File: src/rtl/potctl_spi_pkg.sv
`timescale 1ns/1ps
package potctl_spi_pkg;

  localparam int BYTE_W = 8;
  localparam int SEL_W  = 2;

  // identity prefix: 4-bit device type followed by two zero bits
  localparam logic [5:0] ID_PREFIX = 6'b0101_00;

  // opcode values carried in the upper nibble of the second byte
  localparam logic [3:0] OPC_RD_WIPER   = 4'b1001;
  localparam logic [3:0] OPC_WR_WIPER   = 4'b1010;
  localparam logic [3:0] OPC_RD_DATA    = 4'b1011;
  localparam logic [3:0] OPC_WR_DATA    = 4'b1100;
  localparam logic [3:0] OPC_D2W        = 4'b1101;
  localparam logic [3:0] OPC_W2D        = 4'b1110;
  localparam logic [3:0] OPC_ALL_D2W    = 4'b0001;
  localparam logic [3:0] OPC_ALL_W2D    = 4'b1000;
  localparam logic [3:0] OPC_STEP       = 4'b0010;
  localparam logic [3:0] OPC_STATUS     = 4'b0101;
  localparam logic [3:0] STATUS_LOW     = 4'b0001;

  typedef enum logic [3:0] {
    OP_NONE          = 4'd0,
    OP_RD_WIPER      = 4'd1,
    OP_WR_WIPER      = 4'd2,
    OP_RD_DATA       = 4'd3,
    OP_WR_DATA       = 4'd4,
    OP_DATA_TO_WIPER = 4'd5,
    OP_WIPER_TO_DATA = 4'd6,
    OP_ALL_D2W       = 4'd7,
    OP_ALL_W2D       = 4'd8,
    OP_STEP_UP       = 4'd9,
    OP_STEP_DOWN     = 4'd10,
    OP_RD_STATUS     = 4'd11
  } req_op_e;

  typedef enum logic [3:0] {
    FS_IDLE,
    FS_ID,
    FS_INSTR,
    FS_WDATA,
    FS_WREADY,
    FS_RDATA,
    FS_STEP,
    FS_DONE,
    FS_DROP
  } fstate_e;

endpackage

File: src/rtl/potctl_spi_sync.sv
`timescale 1ns/1ps
module potctl_spi_sync #(
  parameter int               STAGES  = 2,
  parameter int               WIDTH   = 4,
  parameter logic [WIDTH-1:0] RST_VAL = '0
) (
  input  logic             clk,
  input  logic             rst,
  input  logic [WIDTH-1:0] d,
  output logic [WIDTH-1:0] q
);

  logic [STAGES-1:0][WIDTH-1:0] pipe;

  always_ff @(posedge clk) begin
    if (rst) begin
      pipe <= {STAGES{RST_VAL}};
    end else begin
      for (int s = STAGES - 1; s > 0; s--) pipe[s] <= pipe[s-1];
      pipe[0] <= d;
    end
  end

  assign q = pipe[STAGES-1];

endmodule

File: src/rtl/potctl_spi_link.sv
`timescale 1ns/1ps
module potctl_spi_link (
  input  logic clk,
  input  logic rst,
  input  logic sck_s,
  input  logic cs_n_s,
  input  logic hold_n_s,
  output logic sck_rise,
  output logic sck_fall,
  output logic frame_start,
  output logic frame_end,
  output logic active,
  output logic paused
);

  logic sck_q;
  logic cs_q;

  always_ff @(posedge clk) begin
    if (rst) begin
      sck_q  <= 1'b0;
      cs_q   <= 1'b0;  // select low at reset release is not a falling edge
      active <= 1'b0;
      paused <= 1'b0;
    end else begin
      sck_q <= sck_s;
      cs_q  <= cs_n_s;
      if (frame_start)  active <= 1'b1;
      else if (cs_n_s)  active <= 1'b0;

      if (!active || cs_n_s)                      paused <= 1'b0;
      else if (!paused && !hold_n_s && !sck_s)    paused <= 1'b1;
      else if (paused && hold_n_s && !sck_s)      paused <= 1'b0;
    end
  end

  logic open_gate;
  assign open_gate   = active & ~cs_n_s & ~paused;
  assign frame_start = cs_q & ~cs_n_s;
  assign frame_end   = active & cs_n_s;
  assign sck_rise    = open_gate & sck_s & ~sck_q;
  assign sck_fall    = open_gate & ~sck_s & sck_q;

  // a frame end leaves the link closed on the next cycle
  p_end_closes_r11: assert property (@(posedge clk) disable iff (rst)
    frame_end |=> !active);

  // a pause may only begin while the serial clock is low
  p_pause_entry_r9: assert property (@(posedge clk) disable iff (rst)
    $rose(paused) |-> ($past(sck_s) == 1'b0 && $past(hold_n_s) == 1'b0));

endmodule

File: src/rtl/potctl_spi_tx.sv
`timescale 1ns/1ps
module potctl_spi_tx #(
  parameter int W = 8
) (
  input  logic         clk,
  input  logic         rst,
  input  logic         load,
  input  logic [W-1:0] load_val,
  input  logic         shift,
  output logic         so_bit
);

  logic [W-1:0] sr;

  always_ff @(posedge clk) begin
    if (rst) begin
      sr     <= '0;
      so_bit <= 1'b0;
    end else if (load) begin
      sr     <= load_val;
      so_bit <= 1'b0;
    end else if (shift) begin
      so_bit <= sr[W-1];
      sr     <= {sr[W-2:0], 1'b0};
    end
  end

endmodule

File: src/rtl/potctl_spi_frontend.sv
`timescale 1ns/1ps
module potctl_spi_frontend
  import potctl_spi_pkg::*;
#(
  parameter int SYNC_STAGES = 2,
  parameter int DATA_W      = 6,
  parameter int RD_LAT      = 2
) (
  input  logic              clk,
  input  logic              rst,
  input  logic              spi_sck,
  input  logic              spi_si,
  input  logic              spi_cs_n,
  input  logic              spi_hold_n,
  input  logic [1:0]        dev_addr,
  input  logic [DATA_W-1:0] rd_data,
  input  logic              wip,
  output logic              req_stb,
  output logic [3:0]        req_op,
  output logic [1:0]        req_pot,
  output logic [1:0]        req_reg,
  output logic [DATA_W-1:0] req_wdata,
  output logic              spi_so,
  output logic              spi_so_oe
);

  localparam int CNT_W = $clog2(BYTE_W);
  localparam int PAD_W = BYTE_W - DATA_W;

  // ---------------- pin synchronisation ----------------
  logic [3:0] pins_s;
  logic sck_s, si_s, cs_n_s, hold_n_s;

  potctl_spi_sync #(.STAGES(SYNC_STAGES), .WIDTH(4), .RST_VAL(4'b0001)) u_sync (
    .clk (clk),
    .rst (rst),
    .d   ({spi_sck, spi_si, spi_cs_n, spi_hold_n}),
    .q   (pins_s)
  );
  assign {sck_s, si_s, cs_n_s, hold_n_s} = pins_s;

  // ---------------- edge and frame tracking ----------------
  logic sck_rise, sck_fall, frame_start, frame_end, active, paused;

  potctl_spi_link u_link (
    .clk         (clk),
    .rst         (rst),
    .sck_s       (sck_s),
    .cs_n_s      (cs_n_s),
    .hold_n_s    (hold_n_s),
    .sck_rise    (sck_rise),
    .sck_fall    (sck_fall),
    .frame_start (frame_start),
    .frame_end   (frame_end),
    .active      (active),
    .paused      (paused)
  );

  // ---------------- frame state ----------------
  fstate_e             fs;
  logic [CNT_W-1:0]    cnt;
  logic [BYTE_W-2:0]   rx;
  req_op_e             req_op_q;
  req_op_e             wr_op_q;
  logic [SEL_W-1:0]    pot_q, reg_q;
  logic [DATA_W-1:0]   wdata_q;
  logic                drive_q;
  logic                status_q;
  logic                rd_go;

  logic [BYTE_W-1:0]   byte_in;
  logic                byte_done;
  logic [3:0]          opc;
  logic [SEL_W-1:0]    rsel, psel;

  assign byte_in   = {rx, si_s};
  assign byte_done = (cnt == CNT_W'(BYTE_W - 1));
  assign opc       = byte_in[7:4];
  assign rsel      = byte_in[3:2];
  assign psel      = byte_in[1:0];

  always_ff @(posedge clk) begin
    if (rst) begin
      fs        <= FS_IDLE;
      cnt       <= '0;
      rx        <= '0;
      req_stb   <= 1'b0;
      req_op_q  <= OP_NONE;
      req_pot   <= '0;
      req_reg   <= '0;
      req_wdata <= '0;
      wr_op_q   <= OP_NONE;
      pot_q     <= '0;
      reg_q     <= '0;
      wdata_q   <= '0;
      drive_q   <= 1'b0;
      status_q  <= 1'b0;
      rd_go     <= 1'b0;
    end else begin
      req_stb <= 1'b0;
      rd_go   <= 1'b0;
      if (frame_start) begin
        fs      <= FS_ID;
        cnt     <= '0;
        drive_q <= 1'b0;
      end else if (frame_end) begin
        if (fs == FS_WREADY) begin
          req_stb   <= 1'b1;
          req_op_q  <= wr_op_q;
          req_pot   <= pot_q;
          req_reg   <= reg_q;
          req_wdata <= wdata_q;
        end
        fs      <= FS_IDLE;
        cnt     <= '0;
        drive_q <= 1'b0;
      end else if (sck_rise) begin
        cnt <= cnt + CNT_W'(1);
        rx  <= byte_in[BYTE_W-2:0];
        case (fs)
          FS_ID: if (byte_done) begin
            if (byte_in == {ID_PREFIX, dev_addr}) fs <= FS_INSTR;
            else                                  fs <= FS_DROP;
          end
          FS_INSTR: if (byte_done) begin
            pot_q     <= psel;
            reg_q     <= rsel;
            req_wdata <= '0;
            case (opc)
              OPC_RD_WIPER: begin
                req_stb <= 1'b1; req_op_q <= OP_RD_WIPER;
                req_pot <= psel; req_reg <= '0;
                rd_go <= 1'b1; drive_q <= 1'b1; status_q <= 1'b0;
                fs <= FS_RDATA;
              end
              OPC_RD_DATA: begin
                req_stb <= 1'b1; req_op_q <= OP_RD_DATA;
                req_pot <= psel; req_reg <= rsel;
                rd_go <= 1'b1; drive_q <= 1'b1; status_q <= 1'b0;
                fs <= FS_RDATA;
              end
              OPC_WR_WIPER: begin
                wr_op_q <= OP_WR_WIPER; reg_q <= '0; fs <= FS_WDATA;
              end
              OPC_WR_DATA: begin
                wr_op_q <= OP_WR_DATA; fs <= FS_WDATA;
              end
              OPC_D2W: begin
                req_stb <= 1'b1; req_op_q <= OP_DATA_TO_WIPER;
                req_pot <= psel; req_reg <= rsel; fs <= FS_DONE;
              end
              OPC_W2D: begin
                req_stb <= 1'b1; req_op_q <= OP_WIPER_TO_DATA;
                req_pot <= psel; req_reg <= rsel; fs <= FS_DONE;
              end
              OPC_ALL_D2W: begin
                req_stb <= 1'b1; req_op_q <= OP_ALL_D2W;
                req_pot <= '0; req_reg <= rsel; fs <= FS_DONE;
              end
              OPC_ALL_W2D: begin
                req_stb <= 1'b1; req_op_q <= OP_ALL_W2D;
                req_pot <= '0; req_reg <= rsel; fs <= FS_DONE;
              end
              OPC_STEP: fs <= FS_STEP;
              OPC_STATUS: begin
                if (byte_in[3:0] == STATUS_LOW) begin
                  req_stb <= 1'b1; req_op_q <= OP_RD_STATUS;
                  req_pot <= '0; req_reg <= '0;
                  rd_go <= 1'b1; drive_q <= 1'b1; status_q <= 1'b1;
                  fs <= FS_RDATA;
                end else begin
                  fs <= FS_DROP;
                end
              end
              default: fs <= FS_DROP;
            endcase
          end
          FS_WDATA: if (byte_done) begin
            wdata_q <= byte_in[DATA_W-1:0];
            fs      <= FS_WREADY;
          end
          FS_RDATA: if (byte_done) fs <= FS_DONE;
          FS_STEP: begin
            req_stb   <= 1'b1;
            req_pot   <= pot_q;
            req_reg   <= '0;
            req_wdata <= '0;
            if (si_s) req_op_q <= OP_STEP_UP;
            else      req_op_q <= OP_STEP_DOWN;
          end
          default: ;
        endcase
      end
    end
  end

  assign req_op = req_op_q;

  // ---------------- read return path ----------------
  logic [RD_LAT-1:0] rd_dly;
  logic              tx_load;

  always_ff @(posedge clk) begin
    if (rst || frame_end) rd_dly <= '0;
    else                  rd_dly <= (rd_dly << 1) | RD_LAT'(rd_go);
  end
  assign tx_load = rd_dly[RD_LAT-1];

  logic [BYTE_W-1:0] tx_val;
  logic              so_bit;

  assign tx_val = status_q ? {{(BYTE_W-1){1'b0}}, wip}
                           : {{PAD_W{1'b0}}, rd_data};

  potctl_spi_tx #(.W(BYTE_W)) u_tx (
    .clk      (clk),
    .rst      (rst),
    .load     (tx_load),
    .load_val (tx_val),
    .shift    (sck_fall & drive_q),
    .so_bit   (so_bit)
  );

  assign spi_so_oe = drive_q & ~paused;
  assign spi_so    = spi_so_oe & so_bit;

  // ---------------- assertions ----------------
  // a dropped frame stays silent
  p_drop_silent_r1: assert property (@(posedge clk) disable iff (rst)
    (fs == FS_DROP && $past(fs) == FS_DROP) |-> (!req_stb && !spi_so_oe));

  // with select high for two cycles the output is released
  p_idle_release_r13: assert property (@(posedge clk) disable iff (rst)
    (cs_n_s && $past(cs_n_s)) |-> !spi_so_oe);

  // strobes are single-cycle
  p_stb_pulse_r14: assert property (@(posedge clk) disable iff (rst)
    req_stb |=> !req_stb);

  // a strobe only follows an open frame
  p_stb_in_frame_r10: assert property (@(posedge clk) disable iff (rst)
    req_stb |-> $past(active));

  // write strobes follow the select rise
  p_write_at_end_r5: assert property (@(posedge clk) disable iff (rst)
    (req_stb && (req_op_q == OP_WR_WIPER || req_op_q == OP_WR_DATA)) |-> $past(cs_n_s));

  // an upward step follows a high data bit
  p_step_dir_r8: assert property (@(posedge clk) disable iff (rst)
    (req_stb && req_op_q == OP_STEP_UP) |-> $past(si_s));

endmodule

File: config.mk
export PLATFORM = sky130hd
export DESIGN_NAME = potctl_spi_frontend
export DESIGN_NICKNAME = d
export VERILOG_FILES = /design/src/rtl/potctl_spi_pkg.sv /design/src/rtl/potctl_spi_sync.sv /design/src/rtl/potctl_spi_link.sv /design/src/rtl/potctl_spi_tx.sv /design/src/rtl/potctl_spi_frontend.sv
export SDC_FILE = /design/constraint.sdc
export NUM_CORES = 1
export LEC_CHECK = 0
export ABC_AREA = 1
export CAP_MARGIN = 20
export CORE_ASPECT_RATIO = 0.6
export CORE_MARGIN = 4
export CORE_UTILIZATION = 56
export DETAILED_ROUTE_END_ITERATION = 16
export DONT_BUFFER_PORTS = 1
export PLACE_DENSITY = 0.74
export RECOVER_POWER = 25
export SYNTH_ARGS = -nofsm -noshare
export SYNTH_HDL_FRONTEND = slang
export SYNTH_SLANG_ARGS = --single-unit
File: constraint.sdc
create_clock -name clk -period 1.57 [get_ports clk]
set_clock_uncertainty 0.15 [all_clocks]
set_input_delay 0.3925 -clock clk [delete_from_list [all_inputs] [get_ports clk]]
set_output_delay 0.3925 -clock clk [all_outputs]
set_load 0.05 [all_outputs]
Word level (Yosys, flattened, before mapping). Cells that the tools add are included.

Bits in read-only memories: 0. Logic and storage cells: 182. Bits in latches: 0. Flip-flop bits (word level): 69. Output and inout port bits: 17. RAM bits: 0. Input bits: 15. Memories: 0.

Reduce and logical (&&, ||, !) cells: 44. Bitwise gates (word level): 21. Eq/ne operators: 34. Muxes and demuxes: 57. Add/sub/neg operators: 1. Divide/modulo/power cells: 0. $lt $le $gt $ge: 0. Multipliers: 0. Shift-type cells: 0.

Operators with widths (count): 4-bit two-way mux (11); 6-bit two-way mux (5); 4-bit equality test (second input constant) (7); 4-bit one-hot mux with 7 select lines (1); 7-bit AND reduction (4); 2-bit two-way mux (11); 4-bit != test (second input constant) (5); 4-bit one-hot mux with 5 select lines (1); 5-bit AND reduction (4); 6-bit AND reduction (3); 4-bit by 3-bit equality test with 1-bit output (second input constant) (4); 8-bit two-way mux (2); 4-bit one-hot mux with 2 select lines (2); 4-bit one-hot mux with 4 select lines (1); 1-bit two-way mux (13); 4-bit by 1-bit equality test with 1-bit output (second input constant) (3); 4-bit by 2-bit equality test with 1-bit output (second input constant) (3); 2-bit one-hot mux with 3 select lines (2); 6-bit one-hot mux with 2 select lines (1); 2-bit nonzero test (6); 2-bit OR reduction (6); 6-bit OR reduction (2); 1-bit bitwise AND (11); 2-bit != test (second input constant) (5); 22 further kinds (44).

Depth between registers and ports, before layout.
Depth after elaboration: 8. Mapped depth: 12. Gate-level depth less buffers: 12.

Modules after synthesis. A second synthesis with hierarchy kept.

Cell total of the unflattened synthesis: 460. Area total of the unflattened synthesis: 3238.1 µm².

Modules (own cells, without submodules): potctl_spi_frontend (cells each 341, sequential area each 920.9 µm², area an instance 2361.0 µm², times used 1); potctl_spi_tx (cells each 64, sequential area each 180.2 µm², area an instance 444.2 µm², times used 1); potctl_spi_sync (cells each 29, sequential area each 160.2 µm², area an instance 254.0 µm², times used 1); potctl_spi_link (cells each 26, sequential area each 80.1 µm², area an instance 178.9 µm², times used 1).

Worst setup path after synthesis. Ideal clock, no wire load.

Kind: register to register. From: register cnt[0]. To: register req_pot[0]. Slack: -51 ps. Arrival: 1350 ps. Library setup time: 120 ps. Path buffers: 1. Period minus slack after synthesis: 1621 ps. Data required time: 1300 ps. Cell stages (with the launch flop): 12. Path through: dfxtp_1 -> ha_1 -> ha_1 -> inv_1 -> nand2_1 -> nand2_1 -> nand2_1 -> nand2_2 -> nor2_4 -> buf_6 -> o21ai_2 -> a21oi_2.

Longest elaborated chain between the ends: 3.

Ends and longest elaborated chain: start: declaration (RTL line potctl_spi_frontend.sv:61) `logic [CNT_W-1:0] cnt;`; start signal: assignment (RTL line potctl_spi_frontend.sv:118) `cnt <= cnt + CNT_W'(1);`; 3-bit equality test (RTL line potctl_spi_frontend.sv:77) `assign byte_done = (cnt == CNT_W'(BYTE_W - 1));`; 3-bit != test (no source line); 7-bit AND reduction (no source line); end signal: assignment (RTL line potctl_spi_frontend.sv:110) `req_pot <= pot_q;`; end signal: assignment (RTL line potctl_spi_frontend.sv:138) `req_pot <= psel; req_reg <= rsel;`; end signal: assignment (RTL line potctl_spi_frontend.sv:185) `req_pot <= pot_q;`; end: declaration (RTL line potctl_spi_frontend.sv:20) `output logic [1:0] req_pot,`.

Every way passes these cells. A chain may end at the register's enable or synchronous reset.

Worst setup path in the final report.
From: register rx[6]. To: register req_op_q[0], in the netlist req_op[0].

Longest elaborated chain between the ends: 6. Elaborated cells on any way between the ends: 15. Classes of those cells: 9 x eq/ne; 5 x mux; 1 x reduce/logical.

Ends and longest elaborated chain: start: declaration (RTL line potctl_spi_frontend.sv:62) `logic [BYTE_W-2:0] rx;`; start signal: assignment (RTL line potctl_spi_frontend.sv:119) `rx <= byte_in[BYTE_W-2:0];`; 4-bit by 3-bit equality test with 1-bit output, or another cell as far along (RTL line potctl_spi_frontend.sv:129) `case (opc)`; 4-bit one-hot mux with 7 select lines (RTL line potctl_spi_frontend.sv:129); 4-bit two-way mux (RTL line potctl_spi_frontend.sv:125) `FS_INSTR: if (byte_done) begin`; 4-bit one-hot mux with 2 select lines (RTL line potctl_spi_frontend.sv:120) `case (fs)`; 4-bit two-way mux (RTL line potctl_spi_frontend.sv:117) `end else if (sck_rise) begin`; 4-bit two-way mux (RTL line potctl_spi_frontend.sv:106) `end else if (frame_end) begin`; end signal: assignment (RTL line potctl_spi_frontend.sv:109) `req_op_q <= wr_op_q;`; end: declaration (RTL line potctl_spi_frontend.sv:63) `req_op_e req_op_q;`.

Several ways; a longest one is shown, not always the timed one. The select of a mux whose other input is x is not followed.

==> reports/results.tsv <==
stage	metric	value	unit
pwr	net switching power of the design	870	uW
critical_path	cell family with the largest share of critical-path delay	simple AND/OR/NAND/NOR gates	
detailed_routing	Antenna Nets Post-Route	0	
die	Placement Rows	20	
layout	fin area	4830	um2
layout	area overhead of the layout relative to synthesis	60.2	%
clock_tree	clock slew seen by the registers of the worst setup and hold paths	0.08	ns
layout	register with the most flip-flops	u_tx.sr	
clock_tree	Num Clock Sinks	67	
clock_tree	htree depth	3	
die	Initial Utilization	58.8	%
die	height of the die	64.8	um
detailed_routing	total length of routed wires	13900	um
pwr	Sw Share	24.5	%
logic_synthesis	synthesized area per cell	7.54	um2
global_route	global-route total usage across every layer	29.8	%
die	Floorplan Core Area	5130	um2
timing	share of the clock period used by the worst path after layout	122	%
status	violations in the final reports	hold timing, setup timing	
logic_synthesis	Synth top area share	44.5	%
detailed_routing	number of DRC markers in iteration 0	412	
detailed_routing	number of DRC violations after detailed routing	0	
critical_path	largest stage delay on the critical path	0.39	ns
timing	setup-violating endpoint count in the final report	55	
layout	fraction of final layout cells sized beyond drive strength 1	53.0	%
layout	number of flip-flops under the largest register name	8	
layout	Regs by FF count	u_tx.sr (8), rx (7)	
critical_path	critical path start-end classification	flip-flop to flip-flop	
timing	Worst Setup Slack, final	-0.340	ns
placement	Post-Place Cell Area	3610	um2
pwr	share of power burned in the clock network	46.5	%
pwr	portion of total power attributed to combinational logic	5.4	%
placement	routability cong.	0.879	
critical_path	required arrival time at the worst endpoint	1.68	ns
clock_tree	insertion delay to the later sink of the worst-skew pair	0.37	ns
timing	Max Transition Viols Final	0	
critical_path	CP Data Arrival Time	2.02	ns
placement	HPWL after detailed placement	5890	um
critical_path	cell mode on critical path	sky130_fd_sc_hd__nand2_2	
pwr	Seq pwr share	48.2	%
pwr	internal power contribution	2690	uW
global_route	largest net degree at the start of global routing	29	
critical_path	critical-path cell list	inv_2 -> nor2_1 -> nand2_2 -> nand2_2 -> nor2_4 -> nand2_2 -> nand2_2 -> nor2_4 -> buf_6 -> inv_6 -> nand3_1 -> nand2_1	
job	count of max-cap constraint violations	0	
critical_path	master of the slowest instance on the critical path	sky130_fd_sc_hd__dfxtp_4	
logic_synthesis	biggest area consumer among synthesized cells	sky130_fd_sc_hd__dfxtp_1	
layout	final std cells w/o fill	589	
logic_synthesis	synthesized netlist net count	417	
logic_synthesis	FF+latch count, synth	67	
pwr	power consumption	3560	uW
placement	instance count after placement with tap cells included	525	
timing	highest attainable clock frequency	523	MHz
timing	Final Hold Slack	-0.00176	ns
status	result of the run	finished with violations	
global_route	residual overflow from global routing	0	
clock_tree	number of buffers on the longest clock path	2	
global_route	global-route wire length before repair	15300	um
detailed_routing	Via-to-Cell Ratio	6.37	
detailed_routing	drt wl/cell	23.6	um
logic_synthesis	fraction of the yosys area taken by sequential cells	44.5	%
layout	# fillers	140	
logic_synthesis	number of distinct standard cells referenced by the synthesized netlist	37	
clock_tree	TritonCTS clock tree	built	
timing	worst-case headroom to the max-slew limit	68.0	%
die	Die Footprint	6660	um2
logic_synthesis	number of warnings printed during yosys synthesis	0	
die	number of top-level pins	32	
logic_synthesis	post-synthesis instance total	400	
timing	unrepaired setup endpoints after global routing	yes	
logic_synthesis	Synth area leaders	sky130_fd_sc_hd__dfxtp_1 (44%), sky130_fd_sc_hd__nor2_1 (7.1%), sky130_fd_sc_hd__nand2_1 (6.8%), sky130_fd_sc_hd__inv_1 (6.0%), sky130_fd_sc_hd__a21oi_1 (5.5%)	
global_route	antenna violations before repair	0	
clock_tree	cell at the root of the clock tree	sky130_fd_sc_hd__clkbuf_8	
critical_path	Max Fanout on Critical Path	4	
layout	number of antenna diodes	0	
critical_path	Worst Setup End Kind	flip-flop	
pwr	P per Cell Area	736	nW/um2
critical_path	crit path launch type	flip-flop	
die	die extent in x	103	um
pwr	LEAKAGE	0.00203	uW
clock_tree	number of buffers added by the clock tree synthesis step	9	
pwr	Max rail drop VDD	0.000924	V
layout	Final nets	535	
timing	post-layout min period	1.91	ns
timing	transition time of the tightest slew-check pin	0.480	ns
detailed_routing	via count	3749	
critical_path	buffers plus inverters on the worst setup path	3	
hold_path	Hold Path Class	input port to flip-flop	
timing	final hold violations	1	
global_route	via count of the first global-routing pass	3190	
detailed_routing	first drt pass iteration count	6	
placement	I/O Buffers	0	
logic_synthesis	netlist area before placement	3020	um2
==> placed cells by master, fill, tap and decap left out, types with 4 or more instances in the layout <==
master / n
sky130_fd_sc_hd__a21oi_1: 21
sky130_fd_sc_hd__dlygate4sd3_1: 5
sky130_fd_sc_hd__a21oi_2: 16
sky130_fd_sc_hd__inv_2: 12
sky130_fd_sc_hd__dfxtp_1: 46
sky130_fd_sc_hd__nor2_2: 9
sky130_fd_sc_hd__nand2_2: 21
sky130_fd_sc_hd__o22ai_1: 4
sky130_fd_sc_hd__buf_4: 83
sky130_fd_sc_hd__buf_12: 4
sky130_fd_sc_hd__dfxtp_4: 7
sky130_fd_sc_hd__inv_4: 6
sky130_fd_sc_hd__nor2_1: 43
sky130_fd_sc_hd__inv_6: 4
sky130_fd_sc_hd__o21ai_2: 13
sky130_fd_sc_hd__nand3_1: 13
sky130_fd_sc_hd__o21ai_0: 12
sky130_fd_sc_hd__clkbuf_8: 9
sky130_fd_sc_hd__nand3_2: 4
sky130_fd_sc_hd__nand2_1: 33
sky130_fd_sc_hd__nand4_1: 4
sky130_fd_sc_hd__nor2_4: 12
sky130_fd_sc_hd__buf_6: 19
sky130_fd_sc_hd__dfxtp_2: 14
sky130_fd_sc_hd__a22oi_1: 7
sky130_fd_sc_hd__o21ai_4: 5
sky130_fd_sc_hd__nand2_4: 8
sky130_fd_sc_hd__inv_1: 38
sky130_fd_sc_hd__o21ai_1: 4
==> cell usage after synthesis, drive strengths merged <==
cell type	count
inv	59
dfxtp	67
xnor2	2
a21oi	38
a211oi	5
nand4	4
nor3	8
a2111oi	1
clkbuf	8
nor2	64
o22ai	4
nand2	62
ha	2
a22oi	7
o211ai	4
a31oi	2
o21bai	1
or2	3
a41oi	1
and3	2
nor4	1
nand3	19
buf	2
o21ai	34
==> cell type report <==
cell class	count	area, um2	share of cell area [%]
sequential	67	1390	28.7
clock buffer	9	124	2.56
clock inverter	7	100	2.07
timing repair buffer	117	1070	22.1
multi-input combinational	264	1820	37.7
tap	66	82.6	1.71
inverter	59	251	5.21
==> path summary, 6_finish.rpt <==
| kind | cells after the start | start | slack, ns | endpoint |
|---|---|---|---|---|
| setup / recovery | 12 | rx[6] | -0.34 | req_op[0] |
| hold / removal | 1 | rst | -0.002 | u_sync.pipe[0] |
| setup reg to reg | 12 | rx[6] | -0.34 | req_op[0] |
| hold reg to reg | 2 | u_sync.pipe[3] | 0.26 | u_sync.q[3] |
==> through the flow <==
| stage | setup slack, ns | TNS, ns | util, % |
|---|---|---|---|
| after global placement | -0.184 | -2.33 | 70.4 |
| after global routing | -0.495 | -13.71 | 94.2 |
| after CTS | -0.117 | -1.63 | 82.6 |
| final | -0.340 | -10.69 | 94.2 |
| after detailed placement | -0.247 | -4.22 | 70.4 |
| after floorplan | -0.00502 | -0.00502 | - |
==> what timing repair did <==
action                                  4_1_cts  5_1_grt
pin swaps                                     8       34
endpoints found under the setup margin       41       57
hold endpoints to repair                     28        3
gates cloned                                  0        3
hold buffers                                  3        3
gates resized for setup                      67      122
setup buffers                                23       19
==> metal layers <==
metal / global-route usage, % / part of all wire [%] / vias to the layer above
met2: 46.9 / 44 / 362
met3: 9.57 / 13 / 111
met1: 37.9 / 35 / 1722
met5: 0 / 0 / -
met4: 12.0 / 7.2 / 0
li1: - / - / 1554
==> cell families (layout without fill, tap and decap cells) <==
family	Yosys count	count (layout)	share of synthesized area [%]
AO/OA/AOI/OAI	97	97	19.7
XOR/XNOR	2	2	0.581
adder cells (fa/ha/maj)	2	2	0.830
buffers and inverters	69	192	8.96
flip-flops	67	67	44.5
AND/OR/NAND/NOR	163	163	25.5
==> power groups by stage <==
| stage | combinational, uW | sequential [uW] | clock [uW] |
|---|---|---|---|
| 2_1_floorplan | 71.4 | 1760 | 0 |
| 3_5_place_dp | 101 | 1760 | 0 |
| 4_1_cts | 136 | 1720 | 1600 |
| 5_1_grt | 198 | 1710 | 1730 |
| 3_3_place_gp | 97.6 | 1760 | 0 |
| 6_report | 190 | 1710 | 1650 |
Note: power is estimated with default switching activity, not from simulation.
